File: src/rtl/wdt_pkg.sv
package wdt_pkg;
  typedef enum logic [1:0] {
    WD_INIT = 2'd0,
    WD_OFF  = 2'd1,
    WD_RUN  = 2'd2,
    WD_HALT = 2'd3
  } wd_mode_e;
endpackage

File: src/rtl/wdt_tick_gen.sv
module wdt_tick_gen #(
  parameter int PRE_W   = 8,
  parameter int RST_PRE = 255
) (
  input  logic             clk,
  input  logic             rst_n,
  input  logic             run,
  input  logic             load,
  input  logic [PRE_W-1:0] load_val,
  output logic             tick
);
  logic [PRE_W-1:0] scale_q, scale_d;
  logic [PRE_W-1:0] acc_q, acc_d;

  always_comb begin
    scale_d = scale_q;
    acc_d   = acc_q;
    tick    = 1'b0;
    if (load) begin
      scale_d = load_val;
      acc_d   = '0;
    end else if (run) begin
      if (acc_q == scale_q) begin
        tick  = 1'b1;
        acc_d = '0;
      end else begin
        acc_d = acc_q + 1'b1;
      end
    end
  end

  always_ff @(posedge clk or negedge rst_n) begin
    if (!rst_n) begin
      scale_q <= PRE_W'(RST_PRE);
      acc_q   <= '0;
    end else begin
      scale_q <= scale_d;
      acc_q   <= acc_d;
    end
  end

  // the phase accumulator never passes the programmed ratio
  a_r3_acc_in_range: assert property (@(posedge clk) disable iff (!rst_n)
    acc_q <= scale_q);
endmodule

File: src/rtl/wdt_mode_fsm.sv
module wdt_mode_fsm
  import wdt_pkg::*;
(
  input  logic     clk,
  input  logic     rst_n,
  input  logic     svc,
  input  logic     trap,
  input  logic     tick,
  output wd_mode_e mode_q,
  output logic     counting
);
  wd_mode_e mode_d;

  always_comb begin
    mode_d = mode_q;
    if (svc) begin
      mode_d = WD_RUN;
    end else if (trap && mode_q == WD_INIT) begin
      mode_d = WD_OFF;
    end else if (tick && mode_q == WD_OFF) begin
      mode_d = WD_HALT;
    end
  end

  assign counting = (mode_q == WD_INIT) || (mode_q == WD_RUN);

  always_ff @(posedge clk or negedge rst_n) begin
    if (!rst_n) mode_q <= WD_INIT;
    else        mode_q <= mode_d;
  end

  a_r7_svc_enables: assert property (@(posedge clk) disable iff (!rst_n)
    svc |=> mode_q == WD_RUN);
  a_r4_trap_in_init: assert property (@(posedge clk) disable iff (!rst_n)
    (trap && !svc && mode_q == WD_INIT) |=> mode_q == WD_OFF);
  a_r5_trap_when_running: assert property (@(posedge clk) disable iff (!rst_n)
    (trap && !svc && mode_q == WD_RUN) |=> mode_q == WD_RUN);
  a_r6_halt_holds: assert property (@(posedge clk) disable iff (!rst_n)
    (mode_q == WD_HALT && !svc) |=> mode_q == WD_HALT);
endmodule

File: src/rtl/wdt_expiry.sv
module wdt_expiry #(
  parameter int CNT_W   = 16,
  parameter int DLY_W   = 8,
  parameter int RST_CNT = 65535,
  parameter int RST_DLY = 255
) (
  input  logic             clk,
  input  logic             rst_n,
  input  logic             svc,
  input  logic [CNT_W-1:0] cnt_val,
  input  logic [DLY_W-1:0] dly_val,
  input  logic             tick,
  input  logic             counting,
  output logic [CNT_W-1:0] cnt_q,
  output logic             irq_q,
  output logic             rst_q,
  output logic             dly_phase_q
);
  logic [CNT_W-1:0] cnt_d;
  logic [DLY_W-1:0] dly_q, dly_d;
  logic             phase_d, irq_d, rst_d;
  logic             step;

  assign step = tick && counting;

  always_comb begin
    cnt_d   = cnt_q;
    dly_d   = dly_q;
    phase_d = dly_phase_q;
    irq_d   = 1'b0;
    rst_d   = rst_q;
    if (svc) begin
      cnt_d   = cnt_val;
      dly_d   = dly_val;
      phase_d = 1'b0;
    end else if (step) begin
      if (cnt_q == '0) begin
        if (dly_phase_q) begin
          rst_d = 1'b1;
        end else begin
          phase_d = 1'b1;
          irq_d   = 1'b1;
          cnt_d   = CNT_W'(dly_q);
        end
      end else begin
        cnt_d = cnt_q - 1'b1;
      end
    end
  end

  always_ff @(posedge clk or negedge rst_n) begin
    if (!rst_n) begin
      cnt_q       <= CNT_W'(RST_CNT);
      dly_q       <= DLY_W'(RST_DLY);
      dly_phase_q <= 1'b0;
      irq_q       <= 1'b0;
      rst_q       <= 1'b0;
    end else begin
      cnt_q       <= cnt_d;
      dly_q       <= dly_d;
      dly_phase_q <= phase_d;
      irq_q       <= irq_d;
      rst_q       <= rst_d;
    end
  end

  a_r8_irq_single: assert property (@(posedge clk) disable iff (!rst_n)
    irq_q |=> !irq_q);
  a_r8_irq_in_delay: assert property (@(posedge clk) disable iff (!rst_n)
    irq_q |-> dly_phase_q);
  a_r9_rst_after_delay: assert property (@(posedge clk) disable iff (!rst_n)
    $rose(rst_q) |-> $past(dly_phase_q));
  a_r11_rst_sticky: assert property (@(posedge clk) disable iff (!rst_n)
    rst_q |=> rst_q);
  a_r6_count_holds_idle: assert property (@(posedge clk) disable iff (!rst_n)
    (!counting && !svc) |=> $stable(cnt_q));
endmodule

File: src/rtl/wdt_twostage.sv
module wdt_twostage
  import wdt_pkg::*;
#(
  parameter int CNT_W   = 16,
  parameter int PRE_W   = 8,
  parameter int DLY_W   = 8,
  parameter int RST_CNT = 65535,
  parameter int RST_PRE = 255,
  parameter int RST_DLY = 255
) (
  input  logic                           clk,
  input  logic                           rst_n,
  input  logic                           svc_we,
  input  logic [CNT_W+PRE_W+DLY_W-1:0]   svc_data,
  input  logic                           trap_we,
  output logic                           wd_irq,
  output logic                           wd_rst_req,
  output logic [1:0]                     wd_state,
  output logic [CNT_W-1:0]               wd_count
);
  localparam int PRE_LSB = CNT_W;
  localparam int DLY_LSB = CNT_W + PRE_W;

  wd_mode_e mode;
  logic     counting, tick, run, svc_ok, trap_ok, dly_phase;

  assign svc_ok  = svc_we  && !wd_rst_req;
  assign trap_ok = trap_we && !wd_rst_req;
  assign run     = (mode != WD_HALT) && !wd_rst_req;

  wdt_tick_gen #(.PRE_W(PRE_W), .RST_PRE(RST_PRE)) u_tick (
    .clk      (clk),
    .rst_n    (rst_n),
    .run      (run),
    .load     (svc_ok),
    .load_val (svc_data[PRE_LSB +: PRE_W]),
    .tick     (tick)
  );

  wdt_mode_fsm u_fsm (
    .clk      (clk),
    .rst_n    (rst_n),
    .svc      (svc_ok),
    .trap     (trap_ok),
    .tick     (tick),
    .mode_q   (mode),
    .counting (counting)
  );

  wdt_expiry #(
    .CNT_W(CNT_W), .DLY_W(DLY_W), .RST_CNT(RST_CNT), .RST_DLY(RST_DLY)
  ) u_exp (
    .clk         (clk),
    .rst_n       (rst_n),
    .svc         (svc_ok),
    .cnt_val     (svc_data[CNT_W-1:0]),
    .dly_val     (svc_data[DLY_LSB +: DLY_W]),
    .tick        (tick),
    .counting    (counting),
    .cnt_q       (wd_count),
    .irq_q       (wd_irq),
    .rst_q       (wd_rst_req),
    .dly_phase_q (dly_phase)
  );

  assign wd_state = mode;

  // after the request, the mode is frozen
  a_r11_mode_frozen: assert property (@(posedge clk) disable iff (!rst_n)
    wd_rst_req |=> $stable(wd_state));
endmodule

File: config.mk
export PLATFORM = sky130hd
export DESIGN_NAME = wdt_twostage
export DESIGN_NICKNAME = d
export VERILOG_FILES = /design/src/rtl/wdt_pkg.sv /design/src/rtl/wdt_tick_gen.sv /design/src/rtl/wdt_mode_fsm.sv /design/src/rtl/wdt_expiry.sv /design/src/rtl/wdt_twostage.sv
export SDC_FILE = /design/constraint.sdc
export NUM_CORES = 1
export LEC_CHECK = 0
export BUFFER_PORTS_ARGS = -buffer_cell sky130_fd_sc_hd__buf_2
export CAP_MARGIN = 20
export CELL_PAD_IN_SITES_DETAIL_PLACEMENT = 1
export CELL_PAD_IN_SITES_GLOBAL_PLACEMENT = 1
export CORE_ASPECT_RATIO = 0.9
export CORE_MARGIN = 1
export CORE_UTILIZATION = 24
export CTS_CLUSTER_DIAMETER = 200
export DETAILED_ROUTE_END_ITERATION = 8
export HOLD_SLACK_MARGIN = 0.12
export PLACE_DENSITY = 0.58
export SLEW_MARGIN = 20
export SYNTH_ARGS = -nofsm -noshare
export SYNTH_HDL_FRONTEND = slang
export SYNTH_SLANG_ARGS = --single-unit
File: constraint.sdc
create_clock -name clk -period 2.3 [get_ports clk]
set_clock_uncertainty 0.2 [all_clocks]
set_input_delay 0.46 -clock clk [delete_from_list [all_inputs] [get_ports clk]]
set_output_delay 0.46 -clock clk [all_outputs]
set_load 0.1 [all_outputs]
# Word-level counts from Yosys, hierarchy flattened
# Index checks and enable logic that the tools add are counted.
word_totals:
  register_bits: 45
  out_inout_bits: 20
  in_bits: 36
  elab_cells: 53
op_classes:
  n_addsub: 2
  bitwise_logic: 1
  n_reduce_logical: 17
  eq_ne: 5
  n_mux: 20
op_table:
  columns: ["cell", "count"]
  rows:
  - ["16-bit 2-to-1 mux", 4]
  - ["8-bit 2-to-1 mux", 3]
  - ["16-bit logical NOT", 1]
  - ["16-bit by 1-bit subtractor with 16-bit output (second input constant)", 1]
  - ["1-bit 2-to-1 mux", 10]
  - ["8-bit by 1-bit adder with 8-bit output (second input constant)", 1]
  - ["8-bit == test", 1]
  - ["1-bit logical AND", 6]
  - ["2-bit 2-to-1 mux", 3]
  - ["2-bit nonzero test", 3]
  - ["2-bit AND reduction", 2]
  - ["4-bit AND reduction", 1]
  - ["3-bit inequality test (second input constant)", 1]
  - ["3-bit nonzero test", 1]
  - ["2-bit by 1-bit == test with 1-bit output (second input constant)", 1]
  - ["2-bit == test (second input constant)", 1]
  - ["2-bit logical NOT", 1]
  - ["2-bit inequality test (second input constant)", 1]
  - ["1-bit logical NOT", 1]
  - ["1-bit logical OR", 1]
  - ["1-bit inverter", 1]

# Depth between registers and ports, before layout
depth:
  ltp_word: 8
  ltp_mapped: 8
  ltp_nobuf: 7

# Modules after synthesis
# From an unflattened synthesis, not the netlist that was laid out.
hier_totals:
  cells_unflattened: 241
  area_unflattened_um2: 2548.7
by_module_without_submodules:
  columns: ["module", "n_inst", "seq_area_each_um2", "cells_per_inst", "area_per_inst_um2"]
  rows:
  - ["wdt_expiry", 1, 705.7, 164, 1647.8]
  - ["wdt_tick_gen", 1, 410.4, 68, 809.5]
  - ["wdt_mode_fsm", 1, 50.0, 6, 73.8]
  - ["wdt_twostage", 1, 0.0, 3, 17.5]

# Worst setup path before layout
# No wires, ideal clock.
synth_path:
  path_type: "register to register"
  start: "reg u_exp.cnt_q[0]"
  end: "reg u_exp.cnt_q[11]"
  slack_ns: -0.314
  n_path_buf: 1
  required_time_ns: 2.038
  t_arrival_ns: 2.352
  stages_incl_launch_ff: 9
  synth_period_minus_slack_ns: 2.614
  setup_time_ns: 0.062
  path_cell_list: "dfstp_2 inv_1 ha_1 nor3b_1 and3_1 and3_1 buf_4 nor4_2 a221o_1"
synth_between:
  elab_chain_cells: 4
  elab_cells_between_ends: 7
  classes_between: "add/sub: 1; eq/ne: 1; mux: 3; reduce/logical: 2"
synth_lines:
  columns: ["item", "line_no", "rtl"]
  rows:
  - ["start, declared", "wdt_expiry.sv:14", "output logic [CNT_W-1:0] cnt_q,"]
  - ["start signal, assigned", "wdt_expiry.sv:53", "cnt_q <= CNT_W'(RST_CNT);"]
  - ["start signal, assigned", "wdt_expiry.sv:59", "cnt_q <= cnt_d;"]
  - ["16-bit by 1-bit subtractor with 16-bit output or 16-bit logical NOT (tied branches)", "wdt_expiry.sv:46, wdt_expiry.sv:37", null]
  - ["16-bit 2-to-1 mux", "wdt_expiry.sv:37", "if (cnt_q == '0) begin"]
  - ["16-bit 2-to-1 mux", "wdt_expiry.sv:36", "end else if (step) begin"]
  - ["16-bit 2-to-1 mux", "wdt_expiry.sv:32", "if (svc) begin"]
# Several ways; a longest one is shown, not always the timed one. The select of a mux whose other input is x is not followed.
# A chain may end at the register's enable or synchronous reset.

# Worst setup path after layout
layout_path:
  start: "reg u_exp.cnt_q[10]"
  end: "reg u_exp.cnt_q[11]"
# Same word-level chain as after synthesis.

==> results.py <==
metrics = {
    "status": {
        "status": "finished, final reports clean",
    },
    "cts": {
        "htree_num_levels": 2,
        "clock-sinks": 45,
        "clockRootBuffer": "clkbuf_16",
        "ctsLongestPathBuffers": 2,
        "clk_latency_ps": 290,
        "cts_buffers": 5,
        "cts.clk_slew.worst_paths_ps": 70,
        "cts_tree": "built",
    },
    "yosys": {
        "synth_area_leaders": "dfstp_2 31%, dfrtp_1 12%, nand2_1 11%",
        "ys_types": 54,
        "syn_avg_cell_area_um2": 8.66,
        "synthArstFlopShare": 1.00,
        "synth_area_mm2": 0.00269,
        "yosysWarnings": 0,
        "synth_edf_count": 0,
        "ys_ff_latch": 45,
        "syn_nets": 348,
        "ys_seq_area_frac": 0.434,
        "yosysTopAreaCell": "dfstp_2",
        "ys.flop_type": "dfstp_2",
        "synth_cells": 310,
        "netlist.area_leader.share": 0.313,
    },
    "timing": {
        "clock.fmax_mhz": 445,
        "tightest_slew_ps": 561,
        "fin_setup_tns_ps": 0,
        "fin_crit_sh": 0.977,
        "maxSlewHeadroom": 0.626,
        "finalHoldViolations": 0,
        "rsz0062_at_grt": "true",
        "setup_viol_count_final": 0,
        "drv_slew": 0,
        "period_minus_slack_ps": 2250,
    },
    "floorplanning": {
        "design.die.area_mm2": 0.0116,
        "die_w_um": 113,
        "core_mm2": 0.0109,
        "row_count": 36,
        "io_pins": 56,
        "fp.dieH_um": 102,
        "start_util": 0.247,
    },
    "drt": {
        "drtAntennaViolNets": 0,
        "first_iter_violations": 169,
        "route.met2.wl_um": 4110,
        "vias_per_cell": 4.95,
        "drcViolationCount": 0,
        "m1WireLength_um": 4510,
        "drt-pass1-iter-count": 4,
        "maxUsedRoutingLayer": "met4",
        "drt_wl_total_um": 9150,
        "met3WireLength_um": 423,
        "wire_per_inst_um": 16.7,
        "vias": 2715,
    },
    "worst_setup_path": {
        "worstPathMaxFanout": 5,
        "max_stage_delay_ps": 540,
        "path_cells": "or4_4 -> nor3_4 -> and3_4 -> nor4_4 -> a221o_1",
        "cp.arrival_ps": 2260,
        "rrSetupSlack_ps": 50,
        "cp_slowest_cell": "or4_4",
        "crit_required_ps": 2320,
        "end_kind": "flop",
        "start_kind": "flop",
        "crit_type": "reg -> reg",
        "worst-r2r-cell-count": 5,
    },
    "final_layout": {
        "final_cell_mix": "79 x nand2_1, 55 x buf_2, 38 x buf_4, 29 x dfstp_2, 14 x a21oi_1",
        "final_common_cell": "nand2_1",
        "area_growth_syn_to_layout_pct": 37.9,
        "drive_gt1_frac": 0.403,
        "fillers": 1293,
        "layout.nets": 434,
        "diodes": 0,
        "utilization": 0.341,
    },
    "power_and_ir_drop": {
        "ir_drop_mv": 0.237,
        "p_leak_uw": 0.00158,
        "powerDensity_mw_per_mm2": 515,
    },
    "global_routing": {
        "grt_usage": 0.165,
        "grt_max_degree": 33,
        "antenna_found_initial": 0,
        "grt_pass1_wl_um": 14900,
        "grt_pass1_vias": 2750,
        "grt_overflow": 0,
    },
    "placement": {
        "place.gp.congestion": 0.782,
        "io_buffers": 55,
        "dp_hpwl_um": 6700,
    },
    "min_path": {
        "hold_class": "in -> reg",
        "hold_depth": 3,
    },
    "run": {
        "drv_cap": 0,
    },
}
==> path summary, 6_finish.rpt <==
check | start | end
min reg2reg | u_exp.dly_q[4] | u_exp.dly_q[4]
max | u_exp.cnt_q[10] | u_exp.cnt_q[11]
min in group asynchronous | rst_n | u_exp.irq_q
min | svc_data[31] | u_exp.dly_q[7]
max in group asynchronous | rst_n | u_exp.cnt_q[3]
max reg2reg | u_exp.cnt_q[10] | u_exp.cnt_q[11]
==> metal layers <==
metal,vias to the layer above,global-route usage
met3,8,0.0219
met4,0,0.0374
met1,1326,0.239
li1,1314,-
met5,-,0
met2,67,0.260
==> layout make-up <==
type	count	area, um2	share of cell area
Timing Repair Buffer	98	651	0.176
Sequential cell	45	1180	0.318
Clock inverter	1	8.76	0.00236
Clock buffer	7	154	0.0416
Multi-Input combinational cell	241	1500	0.405
Tap cell	152	190	0.0514
Inverter	5	21.3	0.00574
==> registers in the layout, summed over array words and instances (netlist names) <==
signal and cells:
u_exp.irq_q 1, u_exp.cnt_q 16, u_exp.dly_phase_q 1, u_exp.dly_q 8, u_exp.rst_q 1, u_tick.scale_q 8
u_tick.acc_q 8, u_fsm.mode_q 2
==> synth_stat cells, types with 2 or more instances <==
library cell  number
o31a_1             2
a31o_2             2
nor2_1            12
ha_1               2
and2_1             2
a211oi_1           2
buf_4              2
o21ai_0            8
a32oi_1            5
buf_2              4
o22ai_1            7
buf_1              2
a211o_1            2
a21oi_1           14
nand3_1            7
and3_1             5
or2_2              2
dfrtp_1           13
dfstp_2           32
o2111ai_1          2
nand4_1            3
xor2_1             8
or3_1              2
o311ai_0           5
nand2b_1           3
nor3b_1            3
o41ai_1            3
nor4_1             6
nand2_1           79
o211ai_1           8
inv_1              4
o31ai_1            4
a31oi_1           10
clkbuf_1          11
nand3_2            2
nor3_1            11
o21bai_1           2
nor4_2             3
==> timing repair <==
action	in CTS	in global routing
pin swaps	3	6
hold buffers	1	0
endpoints found under the setup margin	2	12
resized for setup	1	7
endpoints found under the hold margin	11	0
setup buffers	3	3
==> kinds of logic (layout without fill, tap and decap cells) <==
logic type                 after synthesis  after routing  share of synthesized area
buffers and inverters                   24            111                     0.0382
muxes                                    2              2                    0.00792
and+or+nand+nor                        146            146                      0.266
xor gates and xnor gates                 8              8                     0.0261
AOI/OAI and AO/OA                       83             83                      0.219
DFF                                     45             45                      0.434
adders and majority gates                2              2                    0.00932
==> critical path, delay by kind of cell (launching register included) <==
kind | cells | cell delay (ps)
AO/OA/AOI/OAI | 1 | 330
flip-flops | 1 | 470
AND/OR/NAND/NOR | 4 | 1190
==> per-stage QoR <==
stage	power, uW	setup WS, ps	hold WS (ps)	instance area, um2	instances
final	1910	53.7	154	3700	549
after global routing	1990	-13.6	160	3700	549
after CTS	1940	17.3	150	3660	547
after detailed placement	1130	7.26	257	3460	535
after global placement	1120	47.2	247	3460	535
after floorplan	1030	-77.8	-35.6	2760	310
==> where the power goes <==
group | internal [uW] | switching (uW) | leakage (uW)
Sequential | 840 | 29.3 | 0.000498
Clock | 472 | 320 | 0.0000792
Combinational | 82.3 | 164 | 0.000998
Power figures use the tool's default switching activity.
